File: config.mk
export PLATFORM = sky130hd
export DESIGN_NAME = keyed_window_wdog
export DESIGN_NICKNAME = d
export VERILOG_FILES = /design/src/rtl/kwd_pkg.sv /design/src/rtl/kwd_dpath.sv /design/src/rtl/kwd_ctrl.sv /design/src/rtl/keyed_window_wdog.sv
export SDC_FILE = /design/constraint.sdc
export NUM_CORES = 1
export LEC_CHECK = 0
export BUFFER_PORTS_ARGS = -buffer_cell sky130_fd_sc_hd__clkbuf_2
export CORE_AREA = 2 2 120 122
export DETAILED_ROUTE_END_ITERATION = 10
export DIE_AREA = 0 0 122 124
export PLACE_DENSITY = 0.48
export SYNTH_ARGS = -nofsm -noshare
export SYNTH_HDL_FRONTEND = slang
export SYNTH_SLANG_ARGS = --single-unit
File: constraint.sdc
create_clock -name clk -period 4.8 [get_ports clk]
set_input_delay 1.44 -clock clk [delete_from_list [all_inputs] [get_ports clk]]
set_output_delay 1.44 -clock clk [all_outputs]
set_load 0.01 [all_outputs]
File: src/rtl/kwd_pkg.sv
package kwd_pkg;
  localparam int ADDR_W = 8;
  localparam int BUS_W  = 32;
  localparam int KEY_W  = 16;
  localparam int RCT_W  = 4;
  localparam int WIN_W  = 8;
  localparam int ST_W   = 3;

  localparam logic [ADDR_W-1:0] OFS_CTRL   = 8'h90;
  localparam logic [ADDR_W-1:0] OFS_RELOAD = 8'h94;
  localparam logic [ADDR_W-1:0] OFS_STATUS = 8'h98;
  localparam logic [ADDR_W-1:0] OFS_KEY    = 8'h9C;
  localparam logic [ADDR_W-1:0] OFS_COUNT  = 8'hA0;
  localparam logic [ADDR_W-1:0] OFS_REACT  = 8'hA4;
  localparam logic [ADDR_W-1:0] OFS_WINDOW = 8'hA8;

  localparam logic [BUS_W-1:0] ARM_WORD  = 32'hA98559DA;
  localparam logic [KEY_W-1:0] SVC_FIRST = 16'hE51A;
  localparam logic [KEY_W-1:0] SVC_LAST  = 16'hA35C;
  localparam logic [RCT_W-1:0] REACT_NMI = 4'hA;
  localparam logic [RCT_W-1:0] REACT_RST = 4'h5;
  localparam logic [WIN_W-1:0] WIN_HALF  = 8'h50;
  localparam logic [WIN_W-1:0] WIN_FULL  = 8'h00;

  localparam int ST_EXPIRY = 0;
  localparam int ST_WINDOW = 1;
  localparam int ST_KEY    = 2;

  typedef struct packed {
    logic reload;
    logic count;
  } cntStrobe_t;

  typedef struct packed {
    logic atZero;
    logic windowOpen;
  } cntFlags_t;

  typedef enum logic {
    KEY_WAIT_FIRST = 1'b0,
    KEY_WAIT_LAST  = 1'b1
  } keyState_t;
endpackage

File: src/rtl/kwd_dpath.sv
module kwd_dpath
  import kwd_pkg::*;
#(
  parameter int PRELOAD_W = 12,
  parameter int SHIFT     = 13,
  parameter int CNT_W     = PRELOAD_W + SHIFT
) (
  input  logic                 clk,
  input  logic                 rstN,
  input  cntStrobe_t           strobe,
  input  logic [PRELOAD_W-1:0] preload,
  input  logic                 halfWindow,
  output logic [CNT_W-1:0]     cnt,
  output cntFlags_t            flags
);
  logic [CNT_W-1:0] scaledVal;
  logic [CNT_W-1:0] halfVal;

  assign scaledVal = CNT_W'(preload) << SHIFT;
  assign halfVal   = scaledVal >> 1;

  always_ff @(posedge clk) begin
    if (!rstN) begin
      cnt <= '0;
    end else if (strobe.reload) begin
      cnt <= scaledVal;
    end else if (strobe.count) begin
      cnt <= cnt - CNT_W'(1);
    end
  end

  assign flags.atZero     = (cnt == '0);
  assign flags.windowOpen = halfWindow ? (cnt < halfVal) : 1'b1;

  // a plain counting cycle lowers the value by exactly one
  p_count_step_r3: assert property (@(posedge clk) disable iff (!rstN)
    (strobe.count && !strobe.reload) |=> (cnt == $past(cnt) - CNT_W'(1)));

  // a reload lands the scaled value seen at that edge
  p_reload_value_r5: assert property (@(posedge clk) disable iff (!rstN)
    strobe.reload |=> (cnt == $past(scaledVal)));
endmodule

File: src/rtl/kwd_ctrl.sv
module kwd_ctrl
  import kwd_pkg::*;
#(
  parameter int PRELOAD_W = 12,
  parameter int CNT_W     = 25
) (
  input  logic                 clk,
  input  logic                 rstN,
  input  logic [ADDR_W-1:0]    busAddr,
  input  logic [BUS_W-1:0]     busWData,
  input  logic                 busWe,
  output logic [BUS_W-1:0]     busRData,
  input  logic [CNT_W-1:0]     cnt,
  input  cntFlags_t            flags,
  output cntStrobe_t           strobe,
  output logic [PRELOAD_W-1:0] preloadReg,
  output logic                 halfWindow,
  output logic                 nmiOut,
  output logic                 rstOut
);
  logic             armed;
  logic [RCT_W-1:0] reactReg;
  logic [WIN_W-1:0] winReg;
  logic [ST_W-1:0]  statusReg;
  keyState_t        keyState, keyNext;

  logic wrCtrl, wrReload, wrStatus, wrKey, wrReact, wrWindow;
  logic armNow, cfgOpen;
  logic keyWr, isFirst, isLast, keyViol, seqDone, svcOk, winViol, expiry, anyViol;
  logic [ST_W-1:0] stSet, stClr;

  assign wrCtrl   = busWe && (busAddr == OFS_CTRL);
  assign wrReload = busWe && (busAddr == OFS_RELOAD);
  assign wrStatus = busWe && (busAddr == OFS_STATUS);
  assign wrKey    = busWe && (busAddr == OFS_KEY);
  assign wrReact  = busWe && (busAddr == OFS_REACT);
  assign wrWindow = busWe && (busAddr == OFS_WINDOW);

  assign cfgOpen = !armed;
  assign armNow  = cfgOpen && wrCtrl && (busWData == ARM_WORD);

  // key sequence tracking
  assign keyWr   = wrKey && armed;
  assign isFirst = (busWData == BUS_W'(SVC_FIRST));
  assign isLast  = (busWData == BUS_W'(SVC_LAST));

  always_comb begin
    keyNext = keyState;
    keyViol = 1'b0;
    seqDone = 1'b0;
    if (keyWr) begin
      unique case (keyState)
        KEY_WAIT_FIRST: begin
          if (isFirst) keyNext = KEY_WAIT_LAST;
          else         keyViol = 1'b1;
        end
        KEY_WAIT_LAST: begin
          keyNext = KEY_WAIT_FIRST;
          if (isLast) seqDone = 1'b1;
          else        keyViol = 1'b1;
        end
        default: keyNext = KEY_WAIT_FIRST;
      endcase
    end
  end

  assign svcOk   = seqDone && flags.windowOpen;
  assign winViol = seqDone && !flags.windowOpen;
  assign expiry  = armed && flags.atZero;
  assign anyViol = expiry || winViol || keyViol;

  always_comb begin
    stSet = '0;
    stSet[ST_EXPIRY] = expiry;
    stSet[ST_WINDOW] = winViol;
    stSet[ST_KEY]    = keyViol;
    stClr = wrStatus ? busWData[ST_W-1:0] : '0;
  end

  assign strobe.reload = armNow || expiry || svcOk;
  assign strobe.count  = armed;
  assign halfWindow    = (winReg == WIN_HALF);

  always_ff @(posedge clk) begin
    if (!rstN) begin
      armed      <= 1'b0;
      preloadReg <= '1;
      reactReg   <= REACT_RST;
      winReg     <= WIN_FULL;
      statusReg  <= '0;
      keyState   <= KEY_WAIT_FIRST;
      nmiOut     <= 1'b0;
      rstOut     <= 1'b0;
    end else begin
      if (armNow) armed <= 1'b1;
      if (cfgOpen && wrReload) preloadReg <= busWData[PRELOAD_W-1:0];
      if (cfgOpen && wrReact)  reactReg   <= busWData[RCT_W-1:0];
      if (cfgOpen && wrWindow) winReg     <= busWData[WIN_W-1:0];
      statusReg <= (statusReg & ~stClr) | stSet;
      keyState  <= keyNext;
      nmiOut    <= anyViol && (reactReg == REACT_NMI);
      rstOut    <= anyViol && (reactReg != REACT_NMI);
    end
  end

  always_comb begin
    unique case (busAddr)
      OFS_CTRL:   busRData = armed ? ARM_WORD : '0;
      OFS_RELOAD: busRData = BUS_W'(preloadReg);
      OFS_STATUS: busRData = BUS_W'(statusReg);
      OFS_COUNT:  busRData = BUS_W'(cnt);
      OFS_REACT:  busRData = BUS_W'(reactReg);
      OFS_WINDOW: busRData = BUS_W'(winReg);
      default:    busRData = '0;
    endcase
  end

  // nothing but reset drops the armed state
  p_armed_sticky_r4: assert property (@(posedge clk) disable iff (!rstN)
    armed |=> armed);

  // reload register frozen once armed
  p_cfg_locked_r4: assert property (@(posedge clk) disable iff (!rstN)
    (armed && wrReload) |=> $stable(preloadReg));

  // zero count while armed raises the expiry flag and a pulse
  p_expiry_flag_r8: assert property (@(posedge clk) disable iff (!rstN)
    (armed && flags.atZero) |=> (statusReg[ST_EXPIRY] && (nmiOut || rstOut)));

  // the two reaction outputs never fire together
  p_react_excl_r9: assert property (@(posedge clk) disable iff (!rstN)
    $onehot0({nmiOut, rstOut}));

  // an unarmed block stays quiet
  p_unarmed_quiet_r11: assert property (@(posedge clk) disable iff (!rstN)
    !armed |=> (!nmiOut && !rstOut));
endmodule

File: src/rtl/keyed_window_wdog.sv
module keyed_window_wdog
  import kwd_pkg::*;
#(
  parameter int PRELOAD_W     = 12,
  parameter int PRELOAD_SHIFT = 13
) (
  input  logic              clk,
  input  logic              rstN,
  input  logic [ADDR_W-1:0] busAddr,
  input  logic [BUS_W-1:0]  busWData,
  input  logic              busWe,
  output logic [BUS_W-1:0]  busRData,
  output logic              nmiPulse,
  output logic              resetPulse
);
  localparam int CNT_W = PRELOAD_W + PRELOAD_SHIFT;

  cntStrobe_t           strobe;
  cntFlags_t            flags;
  logic [CNT_W-1:0]     cnt;
  logic [PRELOAD_W-1:0] preloadReg;
  logic                 halfWindow;

  kwd_ctrl #(.PRELOAD_W(PRELOAD_W), .CNT_W(CNT_W)) u_ctrl (
    .clk        (clk),
    .rstN       (rstN),
    .busAddr    (busAddr),
    .busWData   (busWData),
    .busWe      (busWe),
    .busRData   (busRData),
    .cnt        (cnt),
    .flags      (flags),
    .strobe     (strobe),
    .preloadReg (preloadReg),
    .halfWindow (halfWindow),
    .nmiOut     (nmiPulse),
    .rstOut     (resetPulse)
  );

  kwd_dpath #(.PRELOAD_W(PRELOAD_W), .SHIFT(PRELOAD_SHIFT), .CNT_W(CNT_W)) u_dpath (
    .clk        (clk),
    .rstN       (rstN),
    .strobe     (strobe),
    .preload    (preloadReg),
    .halfWindow (halfWindow),
    .cnt        (cnt),
    .flags      (flags)
  );
endmodule

# Yosys cells after proc, flatten, opt, wreduce, memory -nomap -nowiden
# Cells that the tools add are included.
[op_classes] n_addsub=1 order_cmp=1 eq_ne=13 muxes=15 n_bitwise=5 n_reduce_logical=26
[op_table] cell="$pmux W32 S6" n=1
[op_table] cell="$eq A32 B16 Y1 const B" n=2
[op_table] cell="$eq A8 B8 Y1 const B" n=7
[op_table] cell="$mux W25" n=2
[op_table] cell="$eq A32 B32 Y1 const B" n=1
[op_table] cell="$mux W32" n=1
[op_table] cell="$logic_not A25 Y1" n=1
[op_table] cell="$lt A25 B24 Y1" n=1
[op_table] cell="$sub A25 B1 Y25 const B" n=1
[op_table] cell="$logic_and A1 B1 Y1" n=17
[op_table] cell="$eq A8 B7 Y1 const B" n=1
[op_table] cell="$mux W1" n=8
[op_table] cell="$eq A4 B4 Y1 const B" n=1
[op_table] cell="$logic_or A1 B1 Y1" n=4
[op_table] cell="$ne A4 B4 Y1 const B" n=1
[op_table] cell="$pmux W1 S2" n=2
[op_table] cell="$and A3 B3 Y3" n=1
[op_table] cell="$mux W3" n=1
[op_table] cell="$not A3 Y3" n=1
[op_table] cell="$or A3 B3 Y3" n=1
[op_table] cell="$logic_not A1 Y1" n=2
[op_table] cell="$not A1 Y1" n=2
[op_table] cell="$reduce_bool A2 Y1" n=1
[op_table] cell="$reduce_or A2 Y1" n=1
[totals] regBits=56 input_bits=43 output_inout_bits=34 elab_cells=71

# Longest topological paths before layout
[depth] ltp_word=8 mapped_depth=9 depth_no_buf=8

# Cells and area by module
# A second synthesis with hierarchy kept.
[hier_totals] cells_unflattened=425 area_unflattened_um2=3534.6
[modules_own_cells] module="kwd_ctrl" instances=1 cells_per_inst=245 area_per_inst_um2=1999.4
[modules_own_cells] module="kwd_dpath" instances=1 cells_per_inst=180 area_per_inst_um2=1535.2

# Least setup slack after synthesis
# OpenSTA, ideal clock, no wires.
[synth_timing] path_type="input port to output port" start="input busAddr[1]" end="output busRData[29]" t_arrival_ns=3.010 required_time_ns=3.360 path_slack_ns=0.350 stages=5 n_path_buf=2 cell_sequence="or3_2 > nor3_1 > and2_0 > clkbuf_1 > buf_4"
[synth_between] elab_chain_cells=2
[synth_rtl] element="start, declared" line_no="keyed_window_wdog.sv:9" text="input logic [ADDR_W-1:0] busAddr,"
[synth_rtl] element="$eq A8 B8 Y1" line_no="kwd_ctrl.sv:107" text="unique case (busAddr)"
[synth_rtl] element="$pmux W32 S6 (*)" line_no="kwd_ctrl.sv:107"
[synth_rtl] element="end, declared" line_no="keyed_window_wdog.sv:12" text="output logic [BUS_W-1:0] busRData,"
# Every way passes the cells marked *; elsewhere a longest branch is shown, timed or not.

# Final worst setup path
[layout_timing] start="input busAddr[1]" end="output busRData[3]"
# Same word-level chain as after synthesis.

==> run metrics <==
outcome=complete, no violations; pre-CTS setup slack=0.2642 ns; Max Cap Viol=0; peak per-stage delay on the critical path=0.51 ns; Final GP Congestion=about 0.85; die area=~15000 um^2; final-report hold violation count=0; Max-slew headroom=42.78%; postcts setup bufs=0; Critical Path AT=3.08 ns; Tot Pwr=a little under 900 uW; crit path buf inv count=2; TritonCTS Buffers=5; Netlist cell types=60; crit path cell chain=clkbuf_2, or3_2, or2_2, nor2_1, a22oi_1, nand3_1, clkbuf_2; Clk pin slew, worst setup/hold paths=roughly 0.070 ns; crit-path most repeated cell=clkbuf_2; Final HPWL DP=8395 um; worst vdd ir=between 0.1 and 0.15 mV; pwr dens=roughly 220 nW/um^2; synthesized area=about 3400 um^2; first-pass GRT wire length=~17000 um; Yosys warning total=0; H-tree depth=2; crit path time final=4.520 ns; dpl cells=around 640; Psw=198.3 uW; HP Class=register to register; Mean Syn Cell Area=between 8 and 9 um^2; vias=3221; total track usage=between 10% and 20%; Clock power frac=41.2%; Top FF cell, synth=dfxtp_1; layout cells sized above 1=between 20% and 30%; Post-DP Area=around 4000 um^2; initial antenna violation count=0; Post-synth ARST share=0%; worst hold margin=approximately 0.48 ns; vias per inst=4.948; Syn Inst Count=406; Setup violations, final=0; Worst setup EP type=output port; synthesized flop and latch total=56; area share of the leading cell type in the synthesized netlist=between 30% and 40%; ANT nets after route=0; Fmax achieved=roughly 0.22 GHz; Post-synth EDFFs=0; worst endpoint required time=about 3.4 ns; initial core utilization=between 20% and 30%; root buf cell=clkbuf_16; internal power=680.6 uW; nets@finish=around 530; clk sinks=56; Finished Core Util=between 20 and 30%; Worst-Margin Slew=0.8583 ns; Switching Share=between 20% and 30%; Core Area=~14000 um^2; sequential area share after synthesis=around 33%; CTS tree=done; Resized Gates After CTS=0; Comb pwr share=under 10%; Die Height=124 um; DR WL/cell=between 15 and 20 um; drt drc=0; Slew Viols, Final=0; IO Port Bufs=between 70 and 80; gr ovfl total=0; RSZ-0062 raised after global routing=false; Fin Setup TNS=0 ns; Rows=43; hold_buf cts=0; top cells by count, synth=56 x dfxtp_1, 42 x nand2_1, 32 x nor2_1; n_diodes=0; I/O pins=slightly below 80; DR iter-0 viols=231; vias in the first global route=3291; final instance area=around 4100 um^2; sequential share of power=a little over half; clk_skew=0.006328 ns; pin count of the biggest net entering global routing=32; Final WS setup=between 0.2 and 0.3 ns; non-filler cells, final=around 650; drt pass-1 iters=4; CP Max Fanout=5; critical path type=input pin to output port; crit-path leading delay family=simple AND/OR/NAND/NOR gates; Leak=1.826 nW; Layout area overhead=20.24%; largest area contributor in the netlist=dfxtp_1; synth top area cells=dfxtp_1 33%, ha_1 4.8%, nand2_1 4.7%; slowest CP cell=or3_2; final period utilization=94.18%; Max Root-Sink Buffers=2; chip width=roughly 120 um; clk_lat worst skew=just under 0.3 ns; most numerous cell in the Yosys netlist=dfxtp_1; Total Wirelength=10870 um; Worst setup SP type=input pin
## metal layers
layer	GRT usage, %	up-vias	wire, um	share of wire, %
li1	-	1600	-	-
met1	18.64	1533	4838	44
met2	24.83	78	5263	48
met3	2.976	10	551	5.1
met4	5.532	0	218	2.0
met5	0	-	0	0
## worst min-delay path, stage by stage, from the launching register on
cell and delay (ns):
dfxtp_1 0.33, nand2_1 0.06, a21oi_1 0.05
## cell families after synthesis
| kind of cell | share of synthesized area, % |
|---|---|
| compound gates | 20.02 |
| xor+xnor | 5.947 |
| fa+ha+maj | 4.802 |
| buf+inv | 6.797 |
| flops | 33.10 |
| other cells | 0.1107 |
| simple gates | 29.22 |
## sequential cells by signal, summed over array words and instances, names as in the netlist
register,cells
u_ctrl.reactReg,4
u_ctrl.keyState,1
u_ctrl.winReg,8
u_ctrl.preloadReg,12
u_ctrl.statusReg,3
u_dpath.cnt,25
u_ctrl.armed,1
u_ctrl.nmiOut,1
u_ctrl.rstOut,1
## path summary, 6_finish.rpt
| path | slack, ns | to | start | cells after the start |
|---|---|---|---|---|
| setup / recovery | 0.28 | busRData[3] | busAddr[1] | 7 |
| hold / removal | 0.48 | u_ctrl.winReg[6] | u_ctrl.winReg[6] | 2 |
| setup reg to reg | 1.91 | u_ctrl.rstOut | u_ctrl.armed | 6 |
| hold reg to reg | 0.48 | u_ctrl.winReg[6] | u_ctrl.winReg[6] | 2 |
## final cells by class
type / instances / area, um^2
fill: 1492 / 9647
multi-input combinational: 307 / 2057
clock buffer: 7 / 132.6
clock inverter: 1 / 8.758
sequential: 56 / 1121
tap: 180 / 225.2
timing repair buffer: 82 / 460.4
inverter: 18 / 67.56
## cells in the final DEF, fill, tap and decap left out, drive strengths merged, types with 3 or more instances in the layout
master   count
nor2        32
o21ai        3
a211oi       4
a22o         4
dfxtp       56
xor2         7
xnor2       16
a21o         8
nor4        10
nor4b        5
a21oi       25
a221o        3
or2          4
nand4        3
inv         18
conb         4
or3          3
o211ai      14
nand3b       4
a22oi        7
and3         3
nand2       42
nand3       21
nor3b        3
o221a       12
nor4bb       3
and2        10
nand4bb      4
buf         10
clkbuf      79
or4          5
ha          13
nor3        17
## power groups by stage
stage          Combinational, mW  Clock, mW  Sequential, mW
6_report                  0.0518      0.362           0.465
4_1_cts                   0.0525      0.376           0.465
2_1_floorplan             0.0217          0           0.476
3_5_place_dp              0.0524          0           0.476
3_3_place_gp              0.0512          0           0.476
5_1_grt                   0.0569      0.394           0.465
No activity file was read; power rests on OpenSTA's default activity.
